File: src/rtl/aud_serial_port.sv
`timescale 1ns/1ps
module aud_serial_port #(
  parameter int DIV_W = 8
) (
  input  logic             clk,
  input  logic             rst_n,
  input  logic [1:0]       cfg_fmt,
  input  logic [1:0]       cfg_len,
  input  logic             cfg_bclk_inv,
  input  logic             cfg_lr_pol,
  input  logic             cfg_pcm_early,
  input  logic [DIV_W-1:0] cfg_div,
  input  logic             tx_valid,
  output logic             tx_ready,
  input  logic [31:0]      tx_left,
  input  logic [31:0]      tx_right,
  output logic             tx_underrun,
  output logic             bclk_o,
  output logic             fclk_o,
  output logic             sdout_o,
  input  logic             sdin_i,
  output logic             rx_valid,
  output logic [31:0]      rx_left,
  output logic [31:0]      rx_right
);

  localparam int HW = DIV_W - 1;
  localparam logic [5:0] LAST = 6'd63;
  localparam logic [1:0] F_RJ = 2'd2;
  localparam logic [1:0] F_PCM = 2'd3;

  typedef struct packed {
    logic [1:0]       fmt;
    logic [1:0]       len;
    logic             inv;
    logic             pol;
    logic             early;
    logic [DIV_W-1:0] div;
  } cfg_t;

  function automatic logic [20:0] bounds(input logic [1:0] f, input logic [1:0] lc);
    logic [6:0] n, ls, rs;
    case (lc)
      2'd0: n = 7'd32;
      2'd1: n = 7'd24;
      2'd2: n = 7'd20;
      default: n = 7'd16;
    endcase
    ls = (f == F_RJ) ? 7'd32 - n : 7'd0;
    rs = (f == F_PCM) ? n : (f == F_RJ) ? 7'd64 - n : 7'd32;
    return {n, ls, rs};
  endfunction

  function automatic logic [1:0] hit(input logic [1:0] f, input logic [1:0] lc, input logic [5:0] p);
    logic [6:0] n, ls, rs, pp;
    {n, ls, rs} = bounds(f, lc);
    pp = {1'b0, p};
    return {(pp >= ls) && (pp < ls + n), (pp >= rs) && (pp < rs + n)};
  endfunction

  function automatic logic [4:0] bit_idx(input logic [1:0] f, input logic [1:0] lc, input logic [5:0] p);
    logic [6:0] n, ls, rs, pp, off;
    {n, ls, rs} = bounds(f, lc);
    pp = {1'b0, p};
    off = ((pp >= ls) && (pp < ls + n)) ? pp - ls : pp - rs;
    return 5'(n - 7'd1 - off);
  endfunction

  function automatic logic fclk_of(input logic [1:0] f, input logic pol, input logic early, input logic [5:0] p);
    logic [5:0] q;
    logic lft;
    q = p + 6'd1;
    if (f == F_PCM) return p == (early ? LAST : 6'd0);
    lft = (f == 2'd0) ? ~q[5] : ~p[5];
    return lft ? pol : ~pol;
  endfunction

  cfg_t cfg_in, act;
  logic [HW-1:0] divc, half, half_m1;
  logic bclk_n, run, tick, launch, sample, frame_start;
  logic [5:0] pos, npos;
  logic [31:0] txl, txr, tl_eff, tr_eff, rx_l, rx_r, base_l, base_r, rxl_n, rxr_n;
  logic [1:0] e_fmt, e_len, tx_hit, rx_hit;
  logic e_pol, e_early, txbit, fclk_nxt;
  logic [4:0] tx_ix;

  assign cfg_in = {cfg_fmt, cfg_len, cfg_bclk_inv, cfg_lr_pol, cfg_pcm_early, cfg_div};
  assign half = act.div[DIV_W-1:1];
  assign half_m1 = (half == '0) ? '0 : half - HW'(1);
  assign tick = run && (divc == half_m1);
  assign launch = tick && bclk_n;
  assign sample = tick && !bclk_n;
  assign frame_start = launch && (pos == LAST);
  assign tx_ready = frame_start;
  assign npos = pos + 6'd1;
  assign bclk_o = bclk_n ^ act.inv;

  assign e_fmt = frame_start ? cfg_fmt : act.fmt;
  assign e_len = frame_start ? cfg_len : act.len;
  assign e_pol = frame_start ? cfg_lr_pol : act.pol;
  assign e_early = frame_start ? cfg_pcm_early : act.early;
  assign tl_eff = frame_start ? (tx_valid ? tx_left : '0) : txl;
  assign tr_eff = frame_start ? (tx_valid ? tx_right : '0) : txr;

  assign tx_hit = hit(e_fmt, e_len, npos);
  assign tx_ix = bit_idx(e_fmt, e_len, npos);
  assign txbit = tx_hit[1] ? tl_eff[tx_ix] : tx_hit[0] ? tr_eff[tx_ix] : 1'b0;
  assign fclk_nxt = fclk_of(e_fmt, e_pol, e_early, npos);

  assign rx_hit = hit(act.fmt, act.len, pos);
  assign base_l = (pos == 6'd0) ? '0 : rx_l;
  assign base_r = (pos == 6'd0) ? '0 : rx_r;
  assign rxl_n = rx_hit[1] ? {base_l[30:0], sdin_i} : base_l;
  assign rxr_n = rx_hit[0] ? {base_r[30:0], sdin_i} : base_r;

  always_ff @(posedge clk) begin
    if (!rst_n) begin
      act <= '0;
      run <= 1'b0;
      divc <= '0;
      bclk_n <= 1'b1;
      pos <= LAST;
      txl <= '0;
      txr <= '0;
      sdout_o <= 1'b0;
      fclk_o <= 1'b0;
      tx_underrun <= 1'b0;
      rx_l <= '0;
      rx_r <= '0;
      rx_left <= '0;
      rx_right <= '0;
      rx_valid <= 1'b0;
    end else begin
      rx_valid <= 1'b0;
      if (!run || frame_start) act <= cfg_in;
      run <= 1'b1;
      if (run) divc <= tick ? '0 : divc + HW'(1);
      if (tick) bclk_n <= ~bclk_n;
      if (launch) begin
        pos <= npos;
        txl <= tl_eff;
        txr <= tr_eff;
        sdout_o <= txbit;
        fclk_o <= fclk_nxt;
        if (frame_start && !tx_valid) tx_underrun <= 1'b1;
      end
      if (sample) begin
        rx_l <= rxl_n;
        rx_r <= rxr_n;
        if (pos == LAST) begin
          rx_left <= rxl_n;
          rx_right <= rxr_n;
          rx_valid <= 1'b1;
        end
      end
    end
  end

  p_ready_pulse_r8: assert property (@(posedge clk) disable iff (!rst_n)
    tx_ready |=> !tx_ready);
  p_underrun_sticky_r8: assert property (@(posedge clk) disable iff (!rst_n)
    tx_underrun |=> tx_underrun);
  p_rx_strobe_r9: assert property (@(posedge clk) disable iff (!rst_n)
    rx_valid |=> !rx_valid);
  p_rx_after_last_r9: assert property (@(posedge clk) disable iff (!rst_n)
    rx_valid |-> ($past(sample) && $past(pos) == LAST));
  p_cfg_hold_r10: assert property (@(posedge clk) disable iff (!rst_n)
    (run && !frame_start) |=> $stable(act));
  p_pcm_pulse_r7: assert property (@(posedge clk) disable iff (!rst_n)
    (run && act.fmt == F_PCM && fclk_o && launch && !frame_start) |=> !fclk_o);

endmodule

File: config.mk
export PLATFORM = sky130hd
export DESIGN_NAME = aud_serial_port
export DESIGN_NICKNAME = d
export VERILOG_FILES = /design/src/rtl/aud_serial_port.sv
export SDC_FILE = /design/constraint.sdc
export NUM_CORES = 1
export LEC_CHECK = 0
export ABC_AREA = 1
export ABC_CLOCK_PERIOD_IN_PS = 8300
export BUFFER_PORTS_ARGS = -buffer_cell sky130_fd_sc_hd__buf_4
export CAP_MARGIN = 0
export CORE_UTILIZATION = 55
export DETAILED_ROUTE_END_ITERATION = 8
export PLACE_DENSITY_LB_ADDON = 0.1
export RECOVER_POWER = 50
export SLEW_MARGIN = 20
export SYNTH_ARGS = -nofsm -noshare
export SYNTH_HDL_FRONTEND = slang
export SYNTH_SLANG_ARGS = --single-unit
File: constraint.sdc
create_clock -name clk -period 8.3 [get_ports clk]
set_input_delay 1.66 -clock clk [delete_from_list [all_inputs] [get_ports clk]]
set_output_delay 1.66 -clock clk [all_outputs]
set_load 0.005 [all_outputs]
==> summary.md <==
| Metric | Value |
|---|---|
| Outcome | `finished, violations left` |
| Failing checks | `capacitance limit, slew limit` |
| Delay-heaviest family, CP | `adder cells` |
| DRT iter0 DRCs | `725` |
| Synth area leaders | `dfxtp_1, nand2_1, o21ai_0` |
| Post-CTS Setup Bufs | `0` |
| Num CTS Buffers | `24` |
| VDD IR max | `0.000171 V` |
| CTS tree | `yes` |
| Drc violations | `0` |
| First-pass GRT wire length | `46.0 mm` |
| Synth Warn # | `0` |
| Initial Util | `56.6%` |
| Total GRT Usage | `25.3%` |
| RSZ-0062 raised after global routing | `false` |
| Critical path arrival | `6.94 ns` |
| Max Freq | `153 MHz` |
| Worst Tran Pin Value | `3.44 ns` |
| I/O Pins | `153` |
| CP Buf/Inv Count | `7` |
| Pwr/cell area | `197 nW/um2` |
| Drt wl/cell | `13.3 um` |
| Critical path class | `reg2reg` |
| # fillers | `1848` |
| Slowest stage delay, CP | `0.49 ns` |
| Setup_tns | `0 ns` |
| Final hold viol count | `0` |
| Synth Instances | `1664` |
| Synthesis-to-finish area growth | `16.9%` |
| Slew Limit Fails | `158` |
| Layout cells sized above 1 | `14.2%` |
| Vias in the first global route | `9687` |
| Final period util | `78.8%` |
| Leakage power | `6.02 nW` |
| Slowest CP cell | `o21ai_0` |
| Worst Clk Skew | `0.00981 ns` |
| CTS H-tree depth | `1` |
| Hold crit path type | `reg2reg` |
| Antenna-violating nets left | `0` |
| Pin count of the biggest net entering global routing | `94` |
| Yosys top cell area share | `38.9%` |
| Total of max-cap violations | `2` |
| Relative slew slack | `-129%` |
| Most frequent cells in the layout | `nand2_1, o21ai_0, dfxtp_1, nor2_1, inv_1` |
| Final Critical Period | `6.54 ns` |
| Synth Register Bits | `225` |
| Final net count | `1891` |
| I/O Buffers | `151` |
| Antenna violations before repair | `0` |
| Initial DRT Pass Iterations | `6` |
| Critical Path End Type | `flop` |
| Later-pin clock latency in the skew report | `0.51 ns` |
| Total core area | `20400 um2` |
| Clk root buf | `clkbuf_16` |
| Net Count, Synth | `1804` |
| Clock sink count | `225` |
| Routed WL | `27.2 mm` |
| Post_cts resized | `0` |
| Synthesized area | `11600 um2` |
| Multi-input gate area | `6150 um2` |
| Die W | `147 um` |
| Commonest non-fill, non-tap cell in the layout | `nand2_1` |
| CP Launch Type | `flop` |
| FP Rows | `52` |
| Max Fanout on Critical Path | `12` |
| Synth unique cells | `47` |
| Post-synthesis sequential area ratio | `38.9%` |
| Synth area leader | `dfxtp_1` |
| CP required | `8.70 ns` |
| Detailed Place HPWL | `17.7 mm` |
| Die Y | `147 um` |
| Most common cell on crit path | `nand2_1` |
| Register Area | `4500 um2` |
| Total number of vias | `10590` |
| Clock slew at reported path FFs | `0.06 ns` |
| CTS Hold Bufs | `0` |
| Drt via density | `5.20` |
| Setup Slack @ Placement | `1.78 ns` |
| Clk buf depth | `3` |
| DIE AREA | `21600 um2` |
| Total gr overflow | `0` |
| Antenna diodes | `0` |
| Final GP Congestion | `0.882` |
| Final setup violation count | `0` |
| Final WS setup | `1.76 ns` |
| Post-synthesis area per instance | `6.95 um2` |
-- area by class of cell --
class | instances | area share, %
Tap cell | 270 | 2.50
Timing Repair Buffer | 160 | 8.55
Clock inverter | 8 | 0.897
Inverter | 140 | 3.92
Sequential cell | 225 | 33.3
Multi-Input combinational cell | 1200 | 45.5
Clock buffer | 35 | 5.35
-- worst min-delay path: stages (launching register included) --
cell     delay, ns
dfxtp_1       0.30
inv_1         0.06
a21oi_1       0.05
-- per-layer routing --
layer	global-route usage, %	up-vias	share of wire (%)
met5	0	-	0
met4	5.36	0	1.3
met3	4.25	32	5.0
met2	43.0	192	48
met1	33.6	4765	46
li1	-	5601	-
-- synthesized netlist by cell type (all sizes together) --
library cell  instances
xnor2                 6
nor2                154
o21a                  8
a21oi                92
o21ai               239
a21o                  1
and2                  1
a211oi                1
clkinv                1
o22ai                 2
o2111ai               1
nand3b                2
o211ai                7
o31ai                 2
nor3                  5
clkbuf               80
nand3                73
buf                  19
xor2                 14
a31oi                30
o21bai                2
fa                    3
nand2               443
dfxtp               225
or2                  22
conb                  1
a21boi               12
inv                 139
nand4                23
ha                   54
a41oi                 2
-- worst paths after layout --
kind / end / depth (start not counted) / startpoint / slack (ns)
hold reg to reg: act[8]$_SDFFE_PN0P_ / 2 / act[8]$_SDFFE_PN0P_ / 0.45
hold / removal: act[8]$_SDFFE_PN0P_ / 2 / act[8]$_SDFFE_PN0P_ / 0.45
setup / recovery: sdout_o$_SDFFE_PN0P_ / 42 / act[1]$_SDFFE_PN0P_ / 1.76
setup reg to reg: sdout_o$_SDFFE_PN0P_ / 42 / act[1]$_SDFFE_PN0P_ / 1.76
-- registers in the layout (all words and copies together), names as in the netlist --
register / cells
txr: 32
divc: 7
rx_left: 32
txl: 32
tx_underrun: 1
run: 1
fclk_o: 1
rx_r: 32
rx_valid: 1
pos: 6
bclk_n: 1
rx_l: 32
sdout_o: 1
act: 14
rx_right: 32
-- through the flow --
stage	area [um2]	std cells	utilization (%)	power [mW]	hold slack, ns
6_report	13500	2038	66.2	2.67	0.455
3_5_place_dp	12700	1995	62.3	1.57	0.445
5_1_grt	13500	2038	66.2	2.80	0.472
2_1_floorplan	11600	1664	-	1.45	0.425
4_1_cts	13600	2038	66.4	2.69	0.455
3_3_place_gp	12700	1995	62.3	1.56	0.438
-- cell families after synthesis --
logic type	synth area share (%)
other cells	0.0324
compound gates	18.5
flops	38.9
buf+inv	8.21
xor+xnor	1.51
fa+ha+maj	6.36
simple gates	26.4
-- power by group --
group          internal, mW  switching, mW  leakage, nW
combinational         0.158          0.277         3.79
clock                 0.697          0.429        0.414
sequential             1.10        0.00994         1.82
No activity file was read; power rests on OpenSTA's default activity.
